[config.mk]
export PLATFORM = sky130hd
export DESIGN_NAME = rsq_sequencer
export DESIGN_NICKNAME = d
export VERILOG_FILES = /design/src/rtl/rsq_pkg.sv /design/src/rtl/rsq_decode.sv /design/src/rtl/rsq_fsm.sv /design/src/rtl/rsq_outdec.sv /design/src/rtl/rsq_sequencer.sv
export SDC_FILE = /design/constraint.sdc
export NUM_CORES = 1
export LEC_CHECK = 0
export ABC_AREA = 1
export CAP_MARGIN = 25
export CORE_ASPECT_RATIO = 1.25
export CORE_UTILIZATION = 43
export DETAILED_ROUTE_END_ITERATION = 12
export GPL_TIMING_DRIVEN = 0
export HOLD_SLACK_MARGIN = 0.15
export PLACE_DENSITY = 0.84
export SLEW_MARGIN = 0
export SYNTH_ARGS = -nofsm -noshare
export SYNTH_HDL_FRONTEND = slang
export SYNTH_SLANG_ARGS = --single-unit
export TNS_END_PERCENT = 30
[constraint.sdc]
create_clock -name clk -period 2.9 [get_ports clk]
set_clock_uncertainty 0.15 [all_clocks]
set_input_delay 0.725 -clock clk [delete_from_list [all_inputs] [get_ports clk]]
set_output_delay 0.725 -clock clk [all_outputs]
set_load 0.05 [all_outputs]
[src/rtl/rsq_pkg.sv]
package rsq_pkg;

  typedef enum logic [4:0] {
    S_RST0, S_RST1, S_F1, S_F2, S_BCC, S_ARITH, S_LDA,
    S_LD1, S_LD2, S_LD3, S_ST1, S_ST2, S_RDPS, S_WRPS,
    S_HALT, S_IRT1, S_IRT2, S_IRT3, S_IRT4
  } seq_state_e;

  localparam logic [4:0] ALU_ADD    = 5'h10;
  localparam logic [4:0] ALU_PASS_A = 5'h11;
  localparam logic [4:0] ALU_PASS_B = 5'h12;

  localparam logic [2:0] MAJ_CTL   = 3'b000;
  localparam logic [2:0] MAJ_ARITH = 3'b001;
  localparam logic [2:0] MAJ_LDA   = 3'b010;

endpackage

[src/rtl/rsq_decode.sv]
module rsq_decode
  import rsq_pkg::*;
#(
  parameter int IW = 16
) (
  input  logic [IW-1:0] word,
  output seq_state_e    first_exec
);

  logic [2:0] major;
  logic [3:0] cond;

  assign major = word[15:13];
  assign cond  = {word[12:10], word[0]};

  always_comb begin
    first_exec = S_HALT;
    case (major)
      MAJ_CTL: begin
        if (cond != 4'd0) begin
          first_exec = S_BCC;
        end else begin
          case (word[2:1])
            2'b00:   first_exec = S_HALT;
            2'b01:   first_exec = S_IRT1;
            2'b10:   first_exec = S_WRPS;
            default: first_exec = S_RDPS;
          endcase
        end
      end
      MAJ_ARITH:     first_exec = S_ARITH;
      MAJ_LDA:       first_exec = S_LDA;
      3'b100, 3'b101: first_exec = S_LD1;
      3'b110, 3'b111: first_exec = S_ST1;
      default:       first_exec = S_HALT;
    endcase
  end

endmodule

[src/rtl/rsq_fsm.sv]
module rsq_fsm
  import rsq_pkg::*;
#(
  parameter int IW     = 16,
  parameter int RW     = 3,
  parameter int PC_IDX = 7
) (
  input  logic          clk,
  input  logic          rst,
  input  logic [IW-1:0] mem_rdata,
  output seq_state_e    state_q,
  output logic [IW-1:0] ir_q
);

  localparam logic [RW-1:0] PC_SEL = RW'(PC_IDX);

  seq_state_e state_d;
  seq_state_e exec_entry;
  logic       pc_skip;

  rsq_decode #(.IW(IW)) u_decode (
    .word       (mem_rdata),
    .first_exec (exec_entry)
  );

  assign pc_skip = (ir_q[12:10] == PC_SEL) && (ir_q[6:0] == 7'd0);

  always_comb begin
    state_d = S_F1;
    case (state_q)
      S_RST0: state_d = S_RST1;
      S_RST1: state_d = S_F1;
      S_F1:   state_d = S_F2;
      S_F2:   state_d = exec_entry;
      S_LD1:  state_d = S_LD2;
      S_LD2:  state_d = pc_skip ? S_LD3 : S_F1;
      S_ST1:  state_d = S_ST2;
      S_IRT1: state_d = S_IRT2;
      S_IRT2: state_d = S_IRT3;
      S_IRT3: state_d = S_IRT4;
      default: state_d = S_F1;
    endcase
  end

  always_ff @(posedge clk) begin
    if (rst) begin
      state_q <= S_RST0;
      ir_q    <= '0;
    end else begin
      state_q <= state_d;
      if (state_q == S_F2) ir_q <= mem_rdata;
    end
  end

endmodule

[src/rtl/rsq_outdec.sv]
module rsq_outdec
  import rsq_pkg::*;
#(
  parameter int                IW     = 16,
  parameter int                RW     = 3,
  parameter int                PC_IDX = 7,
  parameter logic [IW-1:0]     RST_PC = '0,
  parameter logic [IW-1:0]     VEC_PC = 16'hFFFC,
  parameter logic [IW-1:0]     VEC_PS = 16'hFFFE
) (
  input  seq_state_e    state,
  input  logic [IW-1:0] ir,
  input  logic          cond_ok,
  output logic [RW-1:0] rd_a_sel,
  output logic [RW-1:0] rd_b_sel,
  output logic [RW-1:0] wr_sel,
  output logic          wr_en,
  output logic          wr_from_mem,
  output logic          a_from_ps,
  output logic          b_from_imm,
  output logic [IW-1:0] imm,
  output logic [4:0]    alu_op,
  output logic          cc_upd,
  output logic          ps_wr,
  output logic          ir_load,
  output logic [3:0]    br_cond,
  output logic          mem_rd,
  output logic          mem_wr,
  output logic          mem_word,
  output logic          bus_out_en,
  output logic          halt_o
);

  localparam logic [RW-1:0] PC_SEL  = RW'(PC_IDX);
  localparam logic [IW-1:0] PC_STEP = IW'(2);

  logic [RW-1:0] f_a, f_d, f_b;
  logic [IW-1:0] off_byte, off_word;

  assign f_a      = ir[12:10];
  assign f_d      = ir[9:7];
  assign f_b      = ir[6:4];
  assign off_byte = {{(IW-7){ir[6]}}, ir[6:0]};
  assign off_word = {{(IW-10){ir[9]}}, ir[9:1], 1'b0};

  always_comb begin
    rd_a_sel    = '0;
    rd_b_sel    = '0;
    wr_sel      = '0;
    wr_en       = 1'b0;
    wr_from_mem = 1'b0;
    a_from_ps   = 1'b0;
    b_from_imm  = 1'b0;
    imm         = '0;
    alu_op      = ALU_ADD;
    cc_upd      = 1'b0;
    ps_wr       = 1'b0;
    ir_load     = 1'b0;
    br_cond     = 4'd0;
    mem_rd      = 1'b0;
    mem_wr      = 1'b0;
    mem_word    = 1'b0;
    bus_out_en  = 1'b0;
    halt_o      = 1'b0;
    case (state)
      S_RST1: begin
        b_from_imm = 1'b1; imm = RST_PC; alu_op = ALU_PASS_B;
        wr_en = 1'b1; wr_sel = PC_SEL;
      end
      S_F1: begin
        rd_a_sel = PC_SEL; alu_op = ALU_PASS_A;
        mem_rd = 1'b1; mem_word = 1'b1; bus_out_en = 1'b1;
      end
      S_F2, S_LD3: begin
        ir_load  = (state == S_F2);
        rd_a_sel = PC_SEL; b_from_imm = 1'b1; imm = PC_STEP;
        wr_en = 1'b1; wr_sel = PC_SEL;
      end
      S_BCC: begin
        rd_a_sel = PC_SEL; b_from_imm = 1'b1; imm = off_word;
        br_cond  = {ir[12:10], ir[0]};
        wr_en = cond_ok; wr_sel = PC_SEL;
      end
      S_ARITH: begin
        rd_a_sel = f_a; rd_b_sel = f_b; alu_op = {1'b0, ir[3:0]};
        wr_en = 1'b1; wr_sel = f_d; cc_upd = 1'b1;
      end
      S_LDA: begin
        rd_a_sel = f_a; b_from_imm = 1'b1; imm = off_byte;
        wr_en = 1'b1; wr_sel = f_d;
      end
      S_LD1, S_ST1: begin
        rd_a_sel = f_a; b_from_imm = 1'b1; imm = off_byte;
        mem_rd = (state == S_LD1); mem_wr = (state == S_ST1);
        mem_word = ir[13]; bus_out_en = 1'b1;
      end
      S_LD2: begin
        wr_en = 1'b1; wr_sel = f_d; wr_from_mem = 1'b1;
      end
      S_ST2: begin
        rd_b_sel = f_d; alu_op = ALU_PASS_B;
        mem_word = ir[13]; bus_out_en = 1'b1;
      end
      S_RDPS: begin
        a_from_ps = 1'b1; alu_op = ALU_PASS_A;
        wr_en = 1'b1; wr_sel = f_d;
      end
      S_WRPS: begin
        rd_b_sel = f_b; alu_op = ALU_PASS_B; ps_wr = 1'b1;
      end
      S_HALT: begin
        rd_b_sel = f_b; alu_op = ALU_PASS_B;
        bus_out_en = 1'b1; halt_o = 1'b1;
      end
      S_IRT1, S_IRT3: begin
        b_from_imm = 1'b1; imm = (state == S_IRT1) ? VEC_PC : VEC_PS;
        alu_op = ALU_PASS_B; mem_rd = 1'b1; mem_word = 1'b1; bus_out_en = 1'b1;
      end
      S_IRT2: begin
        wr_en = 1'b1; wr_sel = PC_SEL; wr_from_mem = 1'b1;
      end
      S_IRT4: begin
        ps_wr = 1'b1; wr_from_mem = 1'b1;
      end
      default: begin
      end
    endcase
  end

endmodule

[src/rtl/rsq_sequencer.sv]
module rsq_sequencer
  import rsq_pkg::*;
#(
  parameter int            IW     = 16,
  parameter int            RW     = 3,
  parameter int            PC_IDX = 7,
  parameter logic [IW-1:0] RST_PC = '0,
  parameter logic [IW-1:0] VEC_PC = 16'hFFFC,
  parameter logic [IW-1:0] VEC_PS = 16'hFFFE
) (
  input  logic          clk,
  input  logic          rst,
  input  logic [IW-1:0] mem_rdata,
  input  logic          cond_ok,
  output logic [RW-1:0] rd_a_sel,
  output logic [RW-1:0] rd_b_sel,
  output logic [RW-1:0] wr_sel,
  output logic          wr_en,
  output logic          wr_from_mem,
  output logic          a_from_ps,
  output logic          b_from_imm,
  output logic [IW-1:0] imm,
  output logic [4:0]    alu_op,
  output logic          cc_upd,
  output logic          ps_wr,
  output logic          ir_load,
  output logic [3:0]    br_cond,
  output logic          mem_rd,
  output logic          mem_wr,
  output logic          mem_word,
  output logic          bus_out_en,
  output logic          halt_o
);

  seq_state_e    state_q;
  logic [IW-1:0] ir_q;

  rsq_fsm #(.IW(IW), .RW(RW), .PC_IDX(PC_IDX)) u_fsm (
    .clk       (clk),
    .rst       (rst),
    .mem_rdata (mem_rdata),
    .state_q   (state_q),
    .ir_q      (ir_q)
  );

  rsq_outdec #(
    .IW(IW), .RW(RW), .PC_IDX(PC_IDX),
    .RST_PC(RST_PC), .VEC_PC(VEC_PC), .VEC_PS(VEC_PS)
  ) u_outdec (
    .state       (state_q),
    .ir          (ir_q),
    .cond_ok     (cond_ok),
    .rd_a_sel    (rd_a_sel),
    .rd_b_sel    (rd_b_sel),
    .wr_sel      (wr_sel),
    .wr_en       (wr_en),
    .wr_from_mem (wr_from_mem),
    .a_from_ps   (a_from_ps),
    .b_from_imm  (b_from_imm),
    .imm         (imm),
    .alu_op      (alu_op),
    .cc_upd      (cc_upd),
    .ps_wr       (ps_wr),
    .ir_load     (ir_load),
    .br_cond     (br_cond),
    .mem_rd      (mem_rd),
    .mem_wr      (mem_wr),
    .mem_word    (mem_word),
    .bus_out_en  (bus_out_en),
    .halt_o      (halt_o)
  );

endmodule

==> impl_metrics.env <==
export IMPL_cts_max_level=1
export IMPL_synth_most_common_cell="inv_1"
export IMPL_hold_class="flip-flop to flip-flop"
export IMPL_syn_to_final_growth_pct=48.7
export IMPL_synthDominantCellAreaShare_pct=25.0
export IMPL_tightest_slew_ns=0.511
export IMPL_core_um2=3280
export IMPL_startpoint_type="flip-flop"
export IMPL_ir_worst_vdd_mv=0.682
export IMPL_reg2reg_depth=8
export IMPL_yosysTopAreaCell="dfxtp_1"
export IMPL_first_global_vias=1559
export IMPL_ys_ff_latch=19
export IMPL_slowest_stage="clkdlybuf4s50_1"
export IMPL_dp_slack_ns=-0.327
export IMPL_ant_nets=0
export IMPL_maxCapViolCount=0
export IMPL_grt_start_max_net_pins=12
export IMPL_cts_buffer_depth=2
export IMPL_numPortBuffers=64
export IMPL_p_leak_nw=1.15
export IMPL_clockRootBuffer="clkbuf_8"
export IMPL_avgSynthCellArea_um2=6.45
export IMPL_drt_iter0_drc=69
export IMPL_dieArea_um2=3780
export IMPL_cp_max_fo=7
export IMPL_synthFlopType="dfxtp_1"
export IMPL_antenna_found_initial=0
export IMPL_clk_latency_ns=0.25
export IMPL_period_minus_slack_ns=2.84
export IMPL_cts_tree="built"
export IMPL_fin_crit_sh_pct=97.8
export IMPL_dr_pass1_iters=4
export IMPL_grtUsageTotal_pct=22.7
export IMPL_grt_pass1_wl_um=6870
export IMPL_dpl_hpwl_um=3510
export IMPL_placementRows=23
export IMPL_synth_fp_nets=258
export IMPL_ios=65
export IMPL_synthTopCellsByCount="33 x inv_1, 32 x nand2_1, 30 x nor2_1"
export IMPL_clk_pin_slew_worst_paths_ns=0.07
export IMPL_crit_type="flip-flop to output pin"
export IMPL_synth_edf_count=0
export IMPL_totalWireLength_um=4470
export IMPL_netlist_area_um2=1520
export IMPL_reg2reg_slack_ns=1.39
export IMPL_nNetsFinal=330
export IMPL_async_flop_share_pct=0
export IMPL_synthTopCellsByArea="dfxtp_1 25%, inv_1 8.1%, nand2_1 7.9%, nor2_1 7.4%, o21ai_0 5.6%"
export IMPL_die_x_um=55.2
export IMPL_avgRoutedWirePerCell_um=13.0
export IMPL_place_congestion=0.905
export IMPL_postPlaceCellArea_um2=2210
export IMPL_cp_startpoint="u_fsm.state_q[1]"
export IMPL_max_freq_ghz=0.353
export IMPL_start_util_pct=46.4
export IMPL_via_per_inst=5.27
export IMPL_fin_total_pwr_mw=1.69
export IMPL_r2r_end="u_fsm.state_q[1]"
export IMPL_worst_path_stages=5
export IMPL_rsz0062_at_grt="true"
export IMPL_critical_path_required_ns=2.03
export IMPL_arrival_ns=1.96
export IMPL_crit_buf_inv=2
export IMPL_synth_cell_types=30
export IMPL_drc=0
export IMPL_slowest_delay_ns=0.82
export IMPL_setup_violations_final=0
export IMPL_antenna_diode_count=0
export IMPL_endpoint="ir_load"
export IMPL_die_h_um=68.5
export IMPL_hold_viol_final=0
export IMPL_grt_overflow_total=0
export IMPL_rr_startpoint="u_fsm.state_q[0]"
export IMPL_end_kind="output pin"
export IMPL_cp_cell_sequence="nand2_1 > nor2_4 > nand2_2 > inv_2 > clkdlybuf4s50_1"
export IMPL_ys_warn_count=0
export IMPL_cts_buffers=3
export IMPL_drive_gt1_share_pct=27.7
export IMPL_setup_ws_ns=0.0635
export IMPL_cpLargestDelayFamily="buffers and inverters"
export IMPL_n_fill_cell=307
export IMPL_syn_inst=236
export IMPL_ff_latch_area_um2=387
export IMPL_multiInputGateArea_um2=920
export IMPL_vias=1812
export IMPL_ctsHoldBuffers=0
export IMPL_power_density_nw_per_um2=747
export IMPL_status="completed"
export IMPL_maxSlewViolCount=0
export IMPL_slew_headroom_pct=65.9
export IMPL_fin_area_um2=2260
export IMPL_clock_sinks=19
export IMPL_seq_area_frac_synth_pct=25.0
-- stage by stage --
stage | utilization, % | hold slack [ns] | TNS (ns) | std cells
6_report | 69.0 | 0.343 | 0 | 344
5_1_grt | 69.0 | 0.368 | -0.0374 | 344
4_1_cts | 68.6 | 0.349 | -1.14 | 341
3_5_place_dp | 67.4 | 0.332 | -3.42 | 337
3_3_place_gp | 67.4 | 0.319 | -3.10 | 337
2_1_floorplan | - | 0.305 | -0.627 | 236
-- report_power, final --
part | internal, mW | switching, mW | total, mW
logic | 0.335 | 0.800 | 1.13
clock network | 0.0954 | 0.0888 | 0.184
registers | 0.325 | 0.0459 | 0.371
-- tightest hold or removal path: stages (launching register included) --
cell     delay [ns]
dfxtp_1        0.33
nor2_1         0.05
nor2_1         0.08
-- what timing repair did --
| item | CTS | global route |
|---|---|---|
| pin swaps | 0 | 1 |
| setup endpoints to repair | 41 | 37 |
| buffers inserted | 0 | 3 |
| gates resized for setup | 90 | 35 |
| gates cloned | 0 | 0 |
-- final cells by class --
| class | count | area share (%) |
|---|---|---|
| multi-input combinational | 167 | 40.7 |
| clock inverter | 1 | 0.221 |
| inverter | 39 | 6.69 |
| clock buffer | 3 | 1.83 |
| timing repair buffer | 67 | 27.3 |
| sequential | 19 | 17.1 |
| tap | 37 | 2.05 |
| buffer | 11 | 4.15 |
-- state kept, by name, indices dropped and copies added (netlist names) --
name	cells
u_fsm.state_q	5
u_fsm.ir_q	14
-- worst min path at each step --
stage,from,end,depth (start not counted)
2_1_floorplan,u_fsm.ir_q[13],u_fsm.ir_q[13],2
3_3_place_gp,u_fsm.ir_q[13],u_fsm.ir_q[13],2
3_5_place_dp,u_fsm.ir_q[13],u_fsm.ir_q[13],2
4_1_cts,u_fsm.ir_q[13],u_fsm.ir_q[13],2
5_1_grt,u_fsm.ir_q[13],u_fsm.ir_q[13],2
6_report,u_fsm.ir_q[13],u_fsm.ir_q[13],2
-- cell families after synthesis --
family,synth area share (%)
adder cells (fa/ha/maj),2.47
flip-flops,25.0
buffers and inverters,16.1
AND/OR/NAND/NOR,34.4
AO/OA/AOI/OAI,22.0
-- cell usage in the layout (no fill, tap or decap), drive strengths merged, types with 2 or more instances in the layout --
cell type	netlist	routed
dlygate4sd2	0	17
dfxtp	19	19
inv	39	39
nor2	41	41
clkdlybuf4s15	0	12
nand2	41	41
ha	3	3
nand4	2	2
o21ai	33	33
nand3	18	18
a21oi	18	18
buf	10	14
clkbuf	1	14
o22ai	3	3
nor3	2	2
clkdlybuf4s50	0	22
-- layer usage --
| metal | wire, um | part of all wire [%] | global-route usage [%] | vias to the layer above |
|---|---|---|---|---|
| met3 | 283 | 6.3 | 2.05 | 4 |
| met5 | 0 | 0 | 0 | - |
| met1 | 1780 | 40 | 27.1 | 828 |
| li1 | - | - | - | 899 |
| met4 | 45 | 1.0 | 7.81 | 0 |
| met2 | 2370 | 53 | 43.1 | 81 |
Note: power is estimated with default switching activity, not from simulation.
